<file path="src/rtl/isr_pkg.sv">
package isr_pkg;
   parameter int VEC_W  = 8;
   parameter int DEST_W = 8;
   parameter int DLV_W  = 3;

   typedef struct packed {
      logic [VEC_W-1:0]  vector;
      logic [DEST_W-1:0] dest;
      logic              logical;
      logic [DLV_W-1:0]  dlv;
      logic              level;
      logic              mask;
   } isr_entry_t;

   localparam isr_entry_t ENTRY_RST = '{vector: '0, dest: '0, logical: 1'b0,
                                        dlv: '0, level: 1'b0, mask: 1'b1};
endpackage

</file>
<file path="src/rtl/isr_entry_table.sv">
module isr_entry_table
   import isr_pkg::*;
#(
   parameter int NUM_PINS = 8,
   parameter int PIN_W    = $clog2(NUM_PINS)
) (
   input  logic             clk,
   input  logic             rst_n,
   input  logic             we_i,
   input  logic [PIN_W-1:0] pin_i,
   input  isr_entry_t       entry_i,
   output isr_entry_t       entries_o [NUM_PINS],
   output logic [NUM_PINS-1:0] wr_oh_o
);
   for (genvar g = 0; g < NUM_PINS; g++) begin : g_ent
      assign wr_oh_o[g] = we_i && (pin_i == PIN_W'(g));
      always_ff @(posedge clk) begin
         if (!rst_n)          entries_o[g] <= ENTRY_RST;
         else if (wr_oh_o[g]) entries_o[g] <= entry_i;
      end
   end
endmodule

</file>
<file path="src/rtl/isr_pin_track.sv">
module isr_pin_track #(
   parameter int NUM_PINS = 8
) (
   input  logic                clk,
   input  logic                rst_n,
   input  logic [NUM_PINS-1:0] line_i,
   input  logic [NUM_PINS-1:0] lvl_i,
   input  logic [NUM_PINS-1:0] mask_i,
   input  logic [NUM_PINS-1:0] gnt_oh_i,
   input  logic [NUM_PINS-1:0] inflight_oh_i,
   input  logic [NUM_PINS-1:0] set_rirr_oh_i,
   input  logic [NUM_PINS-1:0] clr_rirr_oh_i,
   output logic [NUM_PINS-1:0] irr_o,
   output logic [NUM_PINS-1:0] rirr_o,
   output logic [NUM_PINS-1:0] deliv_o,
   output logic [NUM_PINS-1:0] req_o
);
   logic [NUM_PINS-1:0] pend_q;
   logic [NUM_PINS-1:0] rise;

   assign rise = line_i & ~irr_o;

   for (genvar g = 0; g < NUM_PINS; g++) begin : g_pin
      // level pins request from state, edge pins from a latched rise
      assign req_o[g] = lvl_i[g]
                      ? (irr_o[g] & ~rirr_o[g] & ~mask_i[g] & ~inflight_oh_i[g])
                      : (pend_q[g] & ~mask_i[g]);

      always_ff @(posedge clk) begin
         if (!rst_n) begin
            irr_o[g]   <= 1'b0;
            pend_q[g]  <= 1'b0;
            rirr_o[g]  <= 1'b0;
            deliv_o[g] <= 1'b0;
         end else begin
            irr_o[g] <= line_i[g];
            // a fresh rise outranks a grant made in the same cycle
            if (rise[g] && !lvl_i[g] && !mask_i[g]) pend_q[g] <= 1'b1;
            else if (gnt_oh_i[g] || mask_i[g] || lvl_i[g]) pend_q[g] <= 1'b0;
            if (rise[g] && !lvl_i[g])          deliv_o[g] <= 1'b0;
            else if (gnt_oh_i[g] && !lvl_i[g]) deliv_o[g] <= 1'b1;
            if (clr_rirr_oh_i[g])      rirr_o[g] <= 1'b0;
            else if (set_rirr_oh_i[g]) rirr_o[g] <= 1'b1;
         end
      end
   end
endmodule

</file>
<file path="src/rtl/isr_lowest_pick.sv">
module isr_lowest_pick #(
   parameter int N  = 8,
   parameter int IW = $clog2(N)
) (
   input  logic [N-1:0]  req_i,
   output logic [N-1:0]  gnt_oh_o,
   output logic [IW-1:0] idx_o,
   output logic          any_o
);
   always_comb begin
      idx_o = '0;
      for (int i = N - 1; i >= 0; i--) begin
         if (req_i[i]) idx_o = IW'(i);
      end
      any_o    = |req_i;
      gnt_oh_o = any_o ? (N'(1) << idx_o) : '0;
   end
endmodule

</file>
<file path="src/rtl/isr_pin_servicer.sv">
module isr_pin_servicer
   import isr_pkg::*;
#(
   parameter int NUM_PINS = 8,
   localparam int PIN_W   = $clog2(NUM_PINS)
) (
   input  logic                clk,
   input  logic                rst_n,
   input  logic [NUM_PINS-1:0] line_i,
   input  logic                cfg_we_i,
   input  logic [PIN_W-1:0]    cfg_pin_i,
   input  logic [VEC_W-1:0]    cfg_vector_i,
   input  logic [DEST_W-1:0]   cfg_dest_i,
   input  logic                cfg_logical_i,
   input  logic [DLV_W-1:0]    cfg_dlv_i,
   input  logic                cfg_level_i,
   input  logic                cfg_mask_i,
   input  logic                msg_ready_i,
   input  logic                msg_accepted_i,
   output logic                msg_valid_o,
   output logic [PIN_W-1:0]    msg_pin_o,
   output logic [VEC_W-1:0]    msg_vector_o,
   output logic [DEST_W-1:0]   msg_dest_o,
   output logic                msg_logical_o,
   output logic [DLV_W-1:0]    msg_dlv_o,
   output logic                msg_level_o,
   output logic [NUM_PINS-1:0] irr_o,
   output logic [NUM_PINS-1:0] irr_view_o,
   output logic [NUM_PINS-1:0] rirr_o
);
   if (NUM_PINS < 2 || NUM_PINS > 64) begin : g_bad_pins
      $error("isr_pin_servicer: NUM_PINS must lie in 2..64");
   end
   if (VEC_W < 1 || DEST_W < 1 || DLV_W < 1) begin : g_bad_widths
      $error("isr_pin_servicer: field widths must be positive");
   end

   isr_entry_t          entries [NUM_PINS];
   isr_entry_t          cfg_entry;
   isr_entry_t          msg_q;
   logic [NUM_PINS-1:0] wr_oh, lvl_v, mask_v, deliv, req, pick_req;
   logic [NUM_PINS-1:0] gnt_oh, inflight_oh, set_rirr_oh;
   logic [PIN_W-1:0]    gnt_idx;
   logic                gnt_any, done;

   assign cfg_entry = '{vector: cfg_vector_i, dest: cfg_dest_i, logical: cfg_logical_i,
                        dlv: cfg_dlv_i, level: cfg_level_i, mask: cfg_mask_i};

   isr_entry_table #(.NUM_PINS(NUM_PINS), .PIN_W(PIN_W)) u_table (
      .clk(clk), .rst_n(rst_n), .we_i(cfg_we_i), .pin_i(cfg_pin_i),
      .entry_i(cfg_entry), .entries_o(entries), .wr_oh_o(wr_oh));

   for (genvar g = 0; g < NUM_PINS; g++) begin : g_vec
      assign lvl_v[g]  = entries[g].level;
      assign mask_v[g] = entries[g].mask;
   end

   assign done        = msg_valid_o && msg_ready_i;
   assign inflight_oh = msg_valid_o ? (NUM_PINS'(1) << msg_pin_o) : '0;
   assign set_rirr_oh = (done && msg_accepted_i && msg_q.level) ? inflight_oh : '0;

   isr_pin_track #(.NUM_PINS(NUM_PINS)) u_track (
      .clk(clk), .rst_n(rst_n), .line_i(line_i), .lvl_i(lvl_v), .mask_i(mask_v),
      .gnt_oh_i(gnt_oh), .inflight_oh_i(inflight_oh), .set_rirr_oh_i(set_rirr_oh),
      .clr_rirr_oh_i(wr_oh), .irr_o(irr_o), .rirr_o(rirr_o), .deliv_o(deliv),
      .req_o(req));

   // grants only while the message slot is empty
   assign pick_req = msg_valid_o ? '0 : req;

   isr_lowest_pick #(.N(NUM_PINS), .IW(PIN_W)) u_pick (
      .req_i(pick_req), .gnt_oh_o(gnt_oh), .idx_o(gnt_idx), .any_o(gnt_any));

   always_ff @(posedge clk) begin
      if (!rst_n) begin
         msg_valid_o <= 1'b0;
         msg_pin_o   <= '0;
         msg_q       <= ENTRY_RST;
      end else if (gnt_any) begin
         msg_valid_o <= 1'b1;
         msg_pin_o   <= gnt_idx;
         msg_q       <= entries[gnt_idx];
      end else if (done) begin
         msg_valid_o <= 1'b0;
      end
   end

   assign msg_vector_o  = msg_q.vector;
   assign msg_dest_o    = msg_q.dest;
   assign msg_logical_o = msg_q.logical;
   assign msg_dlv_o     = msg_q.dlv;
   assign msg_level_o   = msg_q.level;
   assign irr_view_o    = irr_o & ~(deliv & ~lvl_v);

   // a stalled message keeps every field
   a_r7_hold_stable: assert property (@(posedge clk) disable iff (!rst_n)
      (msg_valid_o && !msg_ready_i) |=> (msg_valid_o && $stable(msg_pin_o) &&
         $stable(msg_vector_o) && $stable(msg_dest_o) && $stable(msg_dlv_o) &&
         $stable(msg_level_o) && $stable(msg_logical_o)));

   // the table's mask is honoured by the picker
   a_r5_no_masked_grant: assert property (@(posedge clk) disable iff (!rst_n)
      gnt_any |-> !entries[gnt_idx].mask);

   // nothing below the granted pin was requesting
   a_r8_lowest_first: assert property (@(posedge clk) disable iff (!rst_n)
      gnt_any |-> ((gnt_oh - NUM_PINS'(1)) & req) == '0);

   // a level pin in service is never granted
   a_r3_rirr_blocks: assert property (@(posedge clk) disable iff (!rst_n)
      (gnt_oh & rirr_o & lvl_v) == '0);

   // in-service flag rises only after an accepted handshake of that pin
   for (genvar g = 0; g < NUM_PINS; g++) begin : g_a_r4
      a_r4_rirr_on_accept: assert property (@(posedge clk) disable iff (!rst_n)
         $rose(rirr_o[g]) |-> $past(msg_valid_o && msg_ready_i && msg_accepted_i &&
                                    msg_level_o && (msg_pin_o == PIN_W'(g))));
   end
endmodule

</file>
<file path="config.mk">
export PLATFORM = sky130hd
export DESIGN_NAME = isr_pin_servicer
export DESIGN_NICKNAME = d
export VERILOG_FILES = /design/src/rtl/isr_pkg.sv /design/src/rtl/isr_entry_table.sv /design/src/rtl/isr_pin_track.sv /design/src/rtl/isr_lowest_pick.sv /design/src/rtl/isr_pin_servicer.sv
export SDC_FILE = /design/constraint.sdc
export NUM_CORES = 1
export LEC_CHECK = 0
export ABC_AREA = 0
export ABC_CLOCK_PERIOD_IN_PS = 9890
export BUFFER_PORTS_ARGS = -buffer_cell sky130_fd_sc_hd__buf_2
export CAP_MARGIN = 20
export CORE_AREA = 2 2 176 178
export CTS_CLUSTER_SIZE = 10
export DETAILED_ROUTE_END_ITERATION = 8
export DIE_AREA = 0 0 178 180
export PLACE_DENSITY_LB_ADDON = 0.08
export SETUP_SLACK_MARGIN = 0.02
export SYNTH_ARGS = -nofsm -noshare
export SYNTH_HDL_FRONTEND = slang
export SYNTH_HIERARCHICAL = 1
export SYNTH_SLANG_ARGS = --single-unit
</file>
<file path="constraint.sdc">
create_clock -name clk -period 9.89 [get_ports clk]
set_input_delay 0.989 -clock clk [delete_from_list [all_inputs] [get_ports clk]]
set_output_delay 0.989 -clock clk [all_outputs]
set_load 0.01 [all_outputs]
</file>
Word level (Yosys, flattened, before mapping)
Index checks and enable logic that the tools add are counted.

Word-level logic and storage cells: 296. Memories: 0. ROM bits: 0. Input port bits: 38. Latch bits: 0. Output and inout bits: 49. RAM bits: 0. Register bits after elaboration: 233.

Reductions and logical operators: 94. Add/sub/neg operators: 0. Shifts and indexed selects: 2. Bitwise gates (word level): 64. Magnitude comparators: 1. Eq/ne operators: 7. Multiply operators: 0. Mux-type cells: 41. Div/mod/pow operators: 0.

Operator list (number): binary-select mux 22 bit (select 3 bit) (1); two-way mux 22 bit (2); logical AND 1 bit (35); AND 1 bit (32); two-way mux 8 bit (4); OR reduction 2 bit (16); two-way mux 1 bit (26); inverter 1 bit (25); AND 8 bit (3); two-way mux 3 bit (8); inverter 8 bit (3); nonzero test 2 bit (9); zero test 1 bit (16); logical OR 1 bit (16); << shifter 1 x 3 -> 8 bit, first input constant (2); == test 3 bit, second input constant (4); OR reduction 8 bit (1); == test 3 x 2 -> 1 bit, second input constant (2); >= comparator 4 bit, second input constant (1); inverter 3 -> 4 bit (1); == test 3 x 1 -> 1 bit, second input constant (1); zero test 3 bit (1).

Depth between registers and ports, before layout
Gate-level depths: netlist of run 1.

Word-level depth: 20. Mapped depth: 15. Gate-level depth less buffers: 11.

Hierarchy
The synthesis of run 1 kept the hierarchy.

Modules (own cells, without submodules): isr_entry_table (area an instance 6373.6 um^2, times used 1, cells an instance 611); isr_pin_servicer (area an instance 2467.4 um^2, times used 1, cells an instance 256); isr_pin_track (area an instance 1387.6 um^2, times used 1, cells an instance 123); isr_lowest_pick (area an instance 141.4 um^2, times used 1, cells an instance 25).

Least setup slack after synthesis of run 1
Ideal clock, no wire load.

Path kind: register to register. From: reg msg_valid_o. To: reg msg_q (netlist bit msg_dest_o[4]). Stages on the path, launching flop included: 15. Library setup time: 120 ps. Arrival: 3133 ps. Path buffers: 3. Required time: 9770 ps. Setup slack: 6637 ps. Path through: dfxtp_1 > clkbuf_1 > nand2_1 > nor2_1 > nand4bb_1 > a21oi_1 > nor2b_1 > nand2b_1 > a221o_2 > a21oi_1 > buf_6 > buf_12 > mux4_2 > and3_1 > o31a_1.

Elaborated cells on any way between the ends: 39. Those cells by class: mux: 21; bitwise: 17; reduce/logical: 1.

RTL lines: start, declared (line isr_pin_servicer.sv:20) `output logic msg_valid_o,`; start signal, assigned (line isr_pin_servicer.sv:76) `msg_valid_o <= 1'b0;`; start signal, assigned (line isr_pin_servicer.sv:80) `msg_valid_o <= 1'b1;`; start signal, assigned (line isr_pin_servicer.sv:84) `msg_valid_o <= 1'b0;`; two-way mux 8 bit (line isr_pin_servicer.sv:59) `assign inflight_oh = msg_valid_o ? (NUM_PINS'(1) << msg_pin_o) : '0;`; net inflight_oh[6] (line isr_pin_servicer.sv:42) `logic [NUM_PINS-1:0] gnt_oh, inflight_oh, set_rirr_oh;`; inverter 1 bit (line isr_pin_track.sv:26) `? (irr_o[g] & ~rirr_o[g] & ~mask_i[g] & ~inflight_oh_i[g])`; AND 1 bit (line isr_pin_track.sv:26); two-way mux 1 bit (line isr_pin_track.sv:26); net req[6] (line isr_pin_servicer.sv:41) `logic [NUM_PINS-1:0] wr_oh, lvl_v, mask_v, deliv, req, pick_req;`; two-way mux 8 bit (line isr_pin_servicer.sv:69) `assign pick_req = msg_valid_o ? '0 : req;`; net pick_req[6] (line isr_pin_servicer.sv:41); two-way mux 3 bit (7 in a row) (line isr_lowest_pick.sv:13) `if (req_i[i]) idx_o = IW'(i);`; net gnt_idx[0] (line isr_pin_servicer.sv:43) `logic [PIN_W-1:0] gnt_idx;`; inverter 3 -> 4 bit (implied by the code) (line isr_pin_servicer.sv:82) `msg_q <= entries[gnt_idx];`; binary-select mux 22 bit (select 3 bit) (line isr_pin_servicer.sv:82); two-way mux 22 bit (implied by the code) (2 in a row) (line isr_pin_servicer.sv:82); end signal, assigned (line isr_pin_servicer.sv:82); end, declared (line isr_pin_servicer.sv:40) `isr_entry_t msg_q;`.

The timed path passes the listed nets, and every way through them passes these cells. The select of a mux whose other input is x is not followed. A chain may end at the register's enable or synchronous reset.

Worst setup path in the final report of run 1
From: reg msg_valid_o. To: reg msg_q (netlist bit msg_dlv_o[2]).

Elaborated cells on any way between the ends: 39. Those cells by class: mux: 21; bitwise: 17; reduce/logical: 1.

RTL lines (line): two-way mux 8 bit (isr_pin_servicer.sv:59); net inflight_oh[4] (isr_pin_servicer.sv:42); inverter 1 bit (isr_pin_track.sv:26); AND 1 bit (isr_pin_track.sv:26); two-way mux 1 bit (isr_pin_track.sv:26); net req[4] (isr_pin_servicer.sv:41); two-way mux 8 bit (isr_pin_servicer.sv:69); net pick_req[4] (isr_pin_servicer.sv:41); two-way mux 3 bit (5 in a row) (isr_lowest_pick.sv:13); net gnt_idx[1] (isr_pin_servicer.sv:43); inverter 3 -> 4 bit (implied by the code) (isr_pin_servicer.sv:82); binary-select mux 22 bit (select 3 bit) (isr_pin_servicer.sv:82); two-way mux 22 bit (implied by the code) (2 in a row) (isr_pin_servicer.sv:82).

The timed path passes the listed nets, and every way through them passes these cells. The select of a mux whose other input is x is not followed.

==> results.toml, run 1 <==
[setup_path]
rrSetupSlack_ns = 5.85
r2r_end = "msg_dlv_o[2]"
worstSetupStartpointType = "register"
path_max_fanout = 33
crit_start = "msg_valid_o"
arrival_ns = 4.47
rr_worst_depth = 13
cp_slowest_cell = "dfxtp_1"
crit_path_end_kind = "register"
crit_chain = "nand2_1 > nor3_1 > nand4bb_1 > a21oi_1 > nor2b_1 > nor2_1 > o21ai_0 > a21boi_4 > buf_4 > buf_4 > mux4_2 > and3_1 > o31a_1"
setup.worst_path.end = "msg_dlv_o[2]"
cp.required_ns = 10.32
crit_type = "register to register"
max_stage_delay_ns = 0.58
crit_top_cell = "buf_4"
r2r_start = "msg_valid_o"

[clocking]
postCtsHoldBufs = 0
numCtsBuffers = 28
clockBufferDepth = 3
cts-resized-gates = 0
clock-root-buffer = "clkbuf_16"
clkSinkCount = 233
clk_pin_slew_ns = 0.06
cts_tree = "built"
clkLatencyLatePin_ns = 0.54
htree_levels = 1
postCtsSetupRepairBufs = 0

[routing]
drt_iter0_drc = 387
drc_errors = 0
vias = 7285
wl_per_cell_um = 19.1
routed_wirelength_um = 28300
avgViaCountPerCell = 4.92
firstDrtPassIters = 4
ant_nets = 0

[floorplanning]
rows = 64
die_area_um2 = 32000
die_y_um = 180
initial_core_util_pct = 34.4
core-area_um2 = 30200
fp.dieW_um = 178
ioPinCount = 87

[yosys]
synth_compound_area_share_pct = 6.65
synth_ff_type = "dfxtp_1"
synth_top_family_by_area = "multiplexers"
synth_nets = 1053
synthMuxAreaShare_pct = 26.0
yosysSeqAreaShare_pct = 45.0
synth-simple-area-share_pct = 18.1
synth-xor-area-share_pct = 0
syn_inst = 1015
synth.avg_cell_area_um2 = 10.2
yosysWarningCount = 6
ys_ff_latch = 233
netlist_area_um2 = 10400
ys_types = 44
synth_edf_count = 0
synthArstFlopShare_pct = 0
synth_fa_ha_area_share_pct = 0

[timing]
whs_ns = 0.455
fin_skew_ns = 0.0165
rsz0062_at_grt = "false"
finalSetupViolations = 0
maxSlewViolCount = 0
slew_headroom_pct = 34.2
finalCritPeriodShare_pct = 40.9
min_period_ns = 4.04
fmax_ghz = 0.247
worstMarginPinSlew_ns = 0.985
fin_tns_setup_ns = 0
finalHoldViolations = 0

[placed_design]
post-dp-hpwl_um = 16700
gp_congestion = 0.769
port_buffers = 86
placed_cells = 1439

[global_route]
grt_pass1_vias = 7557
grt_max_degree = 166
grt_pass1_wl_um = 44700
grt-busiest-layer = "met2"
grtUsageTotal_pct = 17.7
grt.met3_usage_pct = 2.26
antenna_found_initial = 0
grt_util_met2_pct = 29.9
grtUsageMet1_pct = 24.1
grt_overflow = 0

[hold_path]
min_path_type = "register to register"

[layout]
final_cell_mix = "dfxtp_1, mux2i_1, nand2_1"
diodes = 0
layout_commonest_cell = "dfxtp_1"
drive_gt1_share_pct = 17.3
area_growth_pct = 14.8
nets = 1111
stdcell_count = 1481
final_util_pct = 39.4

[pwr]
powerDensity_nw_per_um2 = 168
p_leak_nw = 5.25
finalPower_mw = 2.00
peakVddDrop_v = 0.000153

[flow_run]
drv_cap = 0

[run_status]
status = "finished, final reports clean"
-- synth_stat cells (2+ instances only) --
cell type,number,area [um2]
buf_4,3,22.5
a2111oi_2,5,75.1
o221a_2,8,90.1
o22ai_1,21,131
clkbuf_1,37,139
nor3_2,9,90.1
buf_2,25,125
mux2i_1,221,2210
nand2b_1,23,144
a21oi_1,9,45.0
inv_2,3,11.3
or2b_1,5,37.5
nand4bb_1,10,113
nand4b_1,3,26.3
and2_1,16,100
dfxtp_1,233,4660
a2111oi_4,2,55.1
mux4_1,3,78.8
a21boi_0,8,60.1
nand3b_1,3,22.5
buf_6,5,56.3
nand2_1,193,724
nor3_1,4,20.0
mux4_2,18,405
nor2b_1,52,325
nor2_1,27,101
nand3_1,2,10.0
inv_1,15,56.3
nor4_1,2,12.5
and3_1,16,100
o31a_1,21,184
-- worst min-delay path by stage --
stage / slack, ns / cells past startpoint / startpoint / to
2_1_floorplan: 0.43 / 1 / u_table/entries_o[132] / u_track/pend_q[1]
3_3_place_gp: 0.44 / 2 / u_table/entries_o[74] / u_table/entries_o[74]
3_5_place_dp: 0.45 / 2 / u_table/entries_o[149] / u_table/entries_o[149]
4_1_cts: 0.46 / 2 / u_table/entries_o[151] / u_table/entries_o[151]
5_1_grt: 0.47 / 2 / u_table/entries_o[167] / u_table/entries_o[167]
6_report: 0.46 / 2 / u_table/entries_o[72] / u_table/entries_o[72]
-- where the power goes --
part	switching [mW]	leakage, nW	total, mW	internal [mW]
Sequential	0.0115	1.89	0.968	0.957
Clock	0.387	0.391	0.929	0.542
Combinational	0.0621	2.97	0.0978	0.0357
-- kinds of logic after synthesis --
kind of cell	count (synthesis)
simple gates	370
flops	233
mux	242
buf+inv	90
compound gates	80
-- worst max-delay path, delay by kind of cell, from the launching register on --
family	cells	cell delay (ns)
buffers and inverters	2	1.06
muxes	1	0.39
DFF	1	0.58
AOI/OAI and AO/OA	4	0.75
and+or+nand+nor	6	1.09
-- per-layer routing --
metal | vias up | wire, um
met5 | - | 0
met4 | 0 | 578
met3 | 31 | 846
met2 | 102 | 13300
met1 | 3507 | 13600
li1 | 3645 | -
-- stage by stage --
| stage | cell area, um2 | worst slack (ns) |
|---|---|---|
| global placement | 11100 | 5.83 |
| CTS | 11900 | 5.78 |
| detailed placement | 11100 | 5.80 |
| floorplan | 10400 | 6.64 |
| finish | 11900 | 5.85 |
| global route | 11900 | 5.48 |
-- flip-flops by register name, summed over array words and instances, names as in the netlist --
register           flops
u_table/entries_o    176
msg_level_o            1
msg_pin_o              3
msg_dest_o             8
u_track/pend_q         8
msg_valid_o            1
u_track/deliv_o        8
u_track/rirr_o         8
u_track/irr_o          8
msg_vector_o           8
msg_logical_o          1
msg_dlv_o              3
-- layout make-up --
cell class / instances / area (um2)
clock buffer: 41 / 790
clock inverter: 1 / 16.3
fill: 3009 / 18300
inverter: 18 / 67.6
multi-input combinational: 692 / 5310
sequential: 233 / 4660
tap: 396 / 495
timing repair buffer: 100 / 554
Note: power is estimated with default switching activity, not from simulation.
==> run 2, diff against run 1 <==
--- a/config.mk
+++ b/config.mk
@@ -6,7 +6,7 @@
 export NUM_CORES = 1
 export LEC_CHECK = 0
 export ABC_AREA = 0
-export ABC_CLOCK_PERIOD_IN_PS = 9890
+export ABC_CLOCK_PERIOD_IN_PS = 4200
 export BUFFER_PORTS_ARGS = -buffer_cell sky130_fd_sc_hd__buf_2
 export CAP_MARGIN = 20
 export CORE_AREA = 2 2 176 178
==> constraint.sdc (replaced) <==
create_clock -name clk -period 4.2 [get_ports clk]
set_input_delay 0.42 -clock clk [delete_from_list [all_inputs] [get_ports clk]]
set_output_delay 0.42 -clock clk [all_outputs]
set_load 0.01 [all_outputs]
==> run 2 against run 1 <==
  * Sequential share of layout area down 0.39 points
  * Global-route usage up 0.20 points
  * Critical path depth down 1
  * Die area unchanged
  * First-iteration DRC count down 17%
  * Highest routed layer unchanged
==> results.toml, run 2 (synthesized netlist as in run 1, its figures left out) <==
[run_status]
status = "finished, final reports clean"

[pwr]
peakVddDrop_v = 0.000259
comb_power_share_pct = 5.0
p_seq_share_pct = 48.8
power.net_switching_mw = 1.08
p_clk_share_pct = 46.2
p_int_mw = 3.60
netSwitchingFraction_pct = 23.0
p_leak_nw = 5.30
powerDensity_nw_per_um2 = 389

[routing]
ant_nets = 0
drt_iter0_drc = 320
routed_wirelength_um = 28700
avgViaCountPerCell = 4.94
firstDrtPassIters = 4
vias = 7358
wl_per_cell_um = 19.2
drc_errors = 0

[timing]
worstMarginPinSlew_ns = 1.02
finalHoldViolations = 0
fin_skew_ns = 0.0100
fin_tns_setup_ns = 0
rsz0062_at_grt = "false"
finalCritPeriodShare_pct = 83.1
slew_headroom_pct = 31.7
fmax_ghz = 0.286
min_period_ns = 3.49
finalSetupViolations = 0
maxSlewViolCount = 0

[floorplanning]
die_area_um2 = 32000
die_y_um = 180
core-area_um2 = 30200
ioPinCount = 87
rows = 64
fp.dieW_um = 178
initial_core_util_pct = 34.4

[clocking]
clkSinkCount = 233
postCtsHoldBufs = 0
htree_levels = 1
clock-root-buffer = "clkbuf_16"
postCtsSetupRepairBufs = 0
clockBufferDepth = 3
cts_tree = "built"
clk_pin_slew_ns = 0.06
cts-resized-gates = 0
numCtsBuffers = 28
clkLatencyLatePin_ns = 0.54

[layout]
area_growth_pct = 15.9
layout_commonest_cell = "dfxtp_1"
regMostFlops = "u_table/entries_o"
nets = 1121
drive_gt1_share_pct = 18.1
stdcell_area_um2 = 12000
largest_reg_flops = 176
final_cell_mix = "dfxtp_1, mux2i_1, nand2_1"
diodes = 0

[setup_path]
max_stage_delay_ns = 0.56
crit_path_end_kind = "register"
path_buf_inv = 1
rr_worst_depth = 12
cp.required_ns = 4.63
crit_chain = "nand2b_1 > nor2_1 > nand4bb_1 > a21oi_1 > nor2b_1 > nor2_1 > a221o_2 > a21oi_4 > buf_12 > mux4_1 > and3_1 > o31a_1"
worstSetupStartpointType = "register"
cp_slowest_cell = "mux4_1"
r2r_start = "msg_valid_o"
rrSetupSlack_ns = 0.71
crit_top_cell = "nor2_1"
arrival_ns = 3.92
path_max_fanout = 26
crit_type = "register to register"
crit_family = "simple AND/OR/NAND/NOR gates"
r2r_end = "msg_dest_o[2]"

[global_route]
grt_pass1_vias = 7394
grt_max_degree = 82
grt_pass1_wl_um = 44800
grtUsageTotal_pct = 17.9
grt_overflow = 0
antenna_found_initial = 0

[placed_design]
gp_congestion = 0.835
port_buffers = 86
post-dp-hpwl_um = 18000
placed_area_um2 = 11200

[hold_path]
min_from = "line_i[7]"
min_path_type = "input port to register"
min_to = "u_track/irr_o[7]"
hold_depth = 2

[flow_run]
drv_cap = 0
run 2: cell types whose count changed in the layout (fill, tap and decap cells not counted), sizes merged:
cell | before | now
buf | 100 | 110
clkinv | 1 | 2
clkbuf | 41 | 39
run 2: how the worst max path moves through the flow:
stage	slack (ns)	depth (start not counted)	startpoint	to
2_1_floorplan	0.95	14	msg_valid_o	msg_dest_o[4]
3_3_place_gp	0.74	12	msg_valid_o	msg_dest_o[2]
3_5_place_dp	0.68	12	msg_valid_o	msg_dest_o[2]
4_1_cts	0.68	12	msg_valid_o	msg_dest_o[2]
5_1_grt	0.46	12	msg_valid_o	msg_dest_o[2]
6_report	0.71	12	msg_valid_o	msg_dest_o[2]
run 2: area by class of cell:
type	instances	area (um2)
fill	2999	18200
multi-input combinational	692	5310
sequential	233	4660
clock buffer	39	772
timing repair buffer	110	687
tap	396	495
inverter	18	67.6
clock inverter	2	21.3
run 2: through the flow:
step	setup slack, ns	std cells	power [mW]	util (%)	hold WS (ns)
2_1_floorplan	0.947	1015	2.48	-	0.428
3_3_place_gp	0.736	1448	2.57	37.1	0.440
3_5_place_dp	0.684	1449	2.57	37.2	0.447
4_1_cts	0.683	1490	4.75	39.8	0.0766
6_report	0.708	1490	4.67	39.8	0.0983
5_1_grt	0.465	1490	4.86	39.8	0.0799
run 2: metal layers:
layer  GRT usage [%]  vias to the layer above  routed length, um
met1            25.4                     3547              14000
met5               0                        -                  0
met4            4.16                        0                571
li1                -                     3663                  -
met3            2.62                       36               1080
met2            28.7                      112              13000
run 2: worst register-to-register path, stage by stage, from the launching register on:
cell and delay (ns):
dfxtp_1 0.43, nand2b_1 0.23, nor2_1 0.07, nand4bb_1 0.18, a21oi_1 0.13, nor2b_1 0.33, nor2_1 0.09, a221o_2 0.43
a21oi_4 0.18, buf_12 0.26, mux4_1 0.58, and3_1 0.20, o31a_1 0.29
run 2: power groups by stage:
stage | Sequential [mW] | Clock [mW] | Combinational [mW]
floorplan | 2.32 | 0 | 0.154
global placement | 2.33 | 0 | 0.240
detailed placement | 2.33 | 0 | 0.241
CTS | 2.28 | 2.23 | 0.241
global route | 2.29 | 2.32 | 0.258
finish | 2.28 | 2.16 | 0.235
==> run 3, diff against run 2 <==
--- a/config.mk
+++ b/config.mk
@@ -6,7 +6,7 @@
 export NUM_CORES = 1
 export LEC_CHECK = 0
 export ABC_AREA = 0
-export ABC_CLOCK_PERIOD_IN_PS = 4200
+export ABC_CLOCK_PERIOD_IN_PS = 3100
 export BUFFER_PORTS_ARGS = -buffer_cell sky130_fd_sc_hd__buf_2
 export CAP_MARGIN = 20
 export CORE_AREA = 2 2 176 178
==> constraint.sdc (replaced) <==
create_clock -name clk -period 3.1 [get_ports clk]
set_input_delay 0.31 -clock clk [delete_from_list [all_inputs] [get_ports clk]]
set_output_delay 0.31 -clock clk [all_outputs]
set_load 0.01 [all_outputs]
==> run 3 against run 2 <==
  * The run now ends with setup timing left
  * Worst setup slack got worse by 0.73 ns
  * Critical path depth is the same
  * Die area stayed put
  * Count of clock-buffer cells in the layout fell by 2
  * Final cell count up 3.8%
  * Non-clock buffer count is 59 higher
  * Sequential share of layout area fell by 2.1 points
  * Worst hold slack improved by 0.029 ns
  * Utilization increased by 2.3 points
  * Flip-flop and latch count stayed put
  * Via count up 3.1%
  * Critical endpoint is now msg_vector_o[4]
  * Largest cell class unchanged
  * Largest power group unchanged
==> results.toml, run 3 (synthesized netlist as in run 1, its figures left out) <==
[setup_path]
cp.required_ns = 3.54
arrival_ns = 3.56
max_stage_delay_ns = 0.51
worstSetupStartpointType = "register"
crit_chain = "nand2b_4 > nor2_4 > nand4bb_1 > a21oi_2 > nor2b_4 > nor2_1 > a221o_2 > a21oi_4 > buf_8 > mux4_2 > and3_4 > o31a_1"
path_buf_inv = 1
cp_slowest_cell = "mux4_2"
crit_path_end_kind = "register"
path_max_fanout = 6
crit_type = "register to register"
crit_family = "compound AO/OA/AOI/OAI gates"

[run_status]
violations = "setup timing"
status = "finished, violations left"

[layout]
area_growth_pct = 22.7
layout_commonest_cell = "dfxtp_1"
largest_reg_flops = 176
stdcell_area_um2 = 12700
final_util_pct = 42.2
nets = 1180
seqCellArea_um2 = 4670
regMostFlops = "u_table/entries_o"
drive_gt1_share_pct = 24.9
diodes = 0
multiInputGateArea_um2 = 5460
final_cell_mix = "dfxtp_1, mux2i_1, nand2_1"
fill_cells = 2900

[routing]
wl_per_cell_um = 19.2
ant_nets = 0
vias = 7584
firstDrtPassIters = 4
avgViaCountPerCell = 4.90
routed_wirelength_um = 29700
drt_iter0_drc = 406
drc_errors = 0

[global_route]
antenna_found_initial = 0
grt_max_degree = 54
grt_pass1_wl_um = 46300
grt_pass1_vias = 7821
grtUsageTotal_pct = 18.5
grt_overflow = 0

[pwr]
p_leak_nw = 5.61
peakVddDrop_v = 0.000401
finalPower_mw = 6.34
powerDensity_nw_per_um2 = 498

[floorplanning]
ioPinCount = 87
rows = 64
fp.dieW_um = 178
die_area_um2 = 32000
initial_core_util_pct = 34.4
die_y_um = 180
core-area_um2 = 30200

[clocking]
clock-root-buffer = "clkbuf_16"
clk_pin_slew_ns = 0.06
clkLatencyLatePin_ns = 0.55
cts_tree = "built"
numCtsBuffers = 28
clockBufferDepth = 3
htree_levels = 1
clkSinkCount = 233

[timing]
layout_setup_ws_ns = -0.0252
fmax_ghz = 0.320
rsz0062_at_grt = "true"
finalCritPeriodShare_pct = 101
finalHoldViolations = 0
min_period_ns = 3.13
fin_skew_ns = 0.0177
worstMarginPinSlew_ns = 0.694
slew_headroom_pct = 53.5
finalSetupViolations = 3
maxSlewViolCount = 0

[placed_design]
dp_slack_ns = -0.149
placed_area_um2 = 11600
port_buffers = 86
post-dp-hpwl_um = 18600
gp_congestion = 0.802

[flow_run]
drv_cap = 0

[hold_path]
min_path_type = "input port to register"
run 3: through the flow:
| step | TNS (ns) | hold WS, ns | std cells |
|---|---|---|---|
| 3_5_place_dp | -1.80 | 0.448 | 1487 |
| 2_1_floorplan | 0 | 0.428 | 1015 |
| 4_1_cts | -0.0776 | 0.0963 | 1542 |
| 3_3_place_gp | -1.26 | 0.442 | 1487 |
| 6_report | -0.0503 | 0.127 | 1547 |
| 5_1_grt | -2.05 | 0.122 | 1547 |
run 3: what timing repair did:
action,in CTS,in global routing
pin swaps,21,22
hold buffers,8,0
resized for setup,23,20
gates cloned,2,1
setup endpoints to repair,21,21
hold endpoints to repair,8,0
buffers inserted,6,6
run 3: worst paths after layout:
kind                                          endpoint  slack, ns              startpoint  cells after the start
worst max-delay path                   msg_vector_o[4]      -0.03            msg_pin_o[1]                     12
worst min-delay path                       msg_valid_o       0.13             msg_ready_i                      3
worst max register to register         msg_vector_o[4]      -0.03            msg_pin_o[1]                     12
worst min register to register  u_table/entries_o[175]       0.46  u_table/entries_o[175]                      2
run 3: layer usage:
metal	vias to the layer above	global-route usage (%)	share of wire, %
met2	118	31.3	47
met5	-	0	0
met4	0	3.64	1.7
met1	3655	25.2	48
met3	35	2.52	3.2
li1	3776	-	-
run 3: where the power goes:
group,leakage (nW),switching [mW],internal [mW]
sequential,1.89,0.0346,3.05
combinational,3.34,0.207,0.136
clock,0.381,1.22,1.69
total,5.61,1.46,4.88
run 3: tightest hold or removal path: stages:
cell,delay (ns)
buf_2,0.10
nor2b_1,0.05
o21a_1,0.16
run 3: cell type report:
class                   instances  area share [%]
multi-input cells             692            42.9
flip-flops and latches        233            36.7
repair buffers                169            9.76
clock buffers                  37            6.01
well taps                     396            3.89
inverters                      18           0.531
clock inverters                 2           0.187
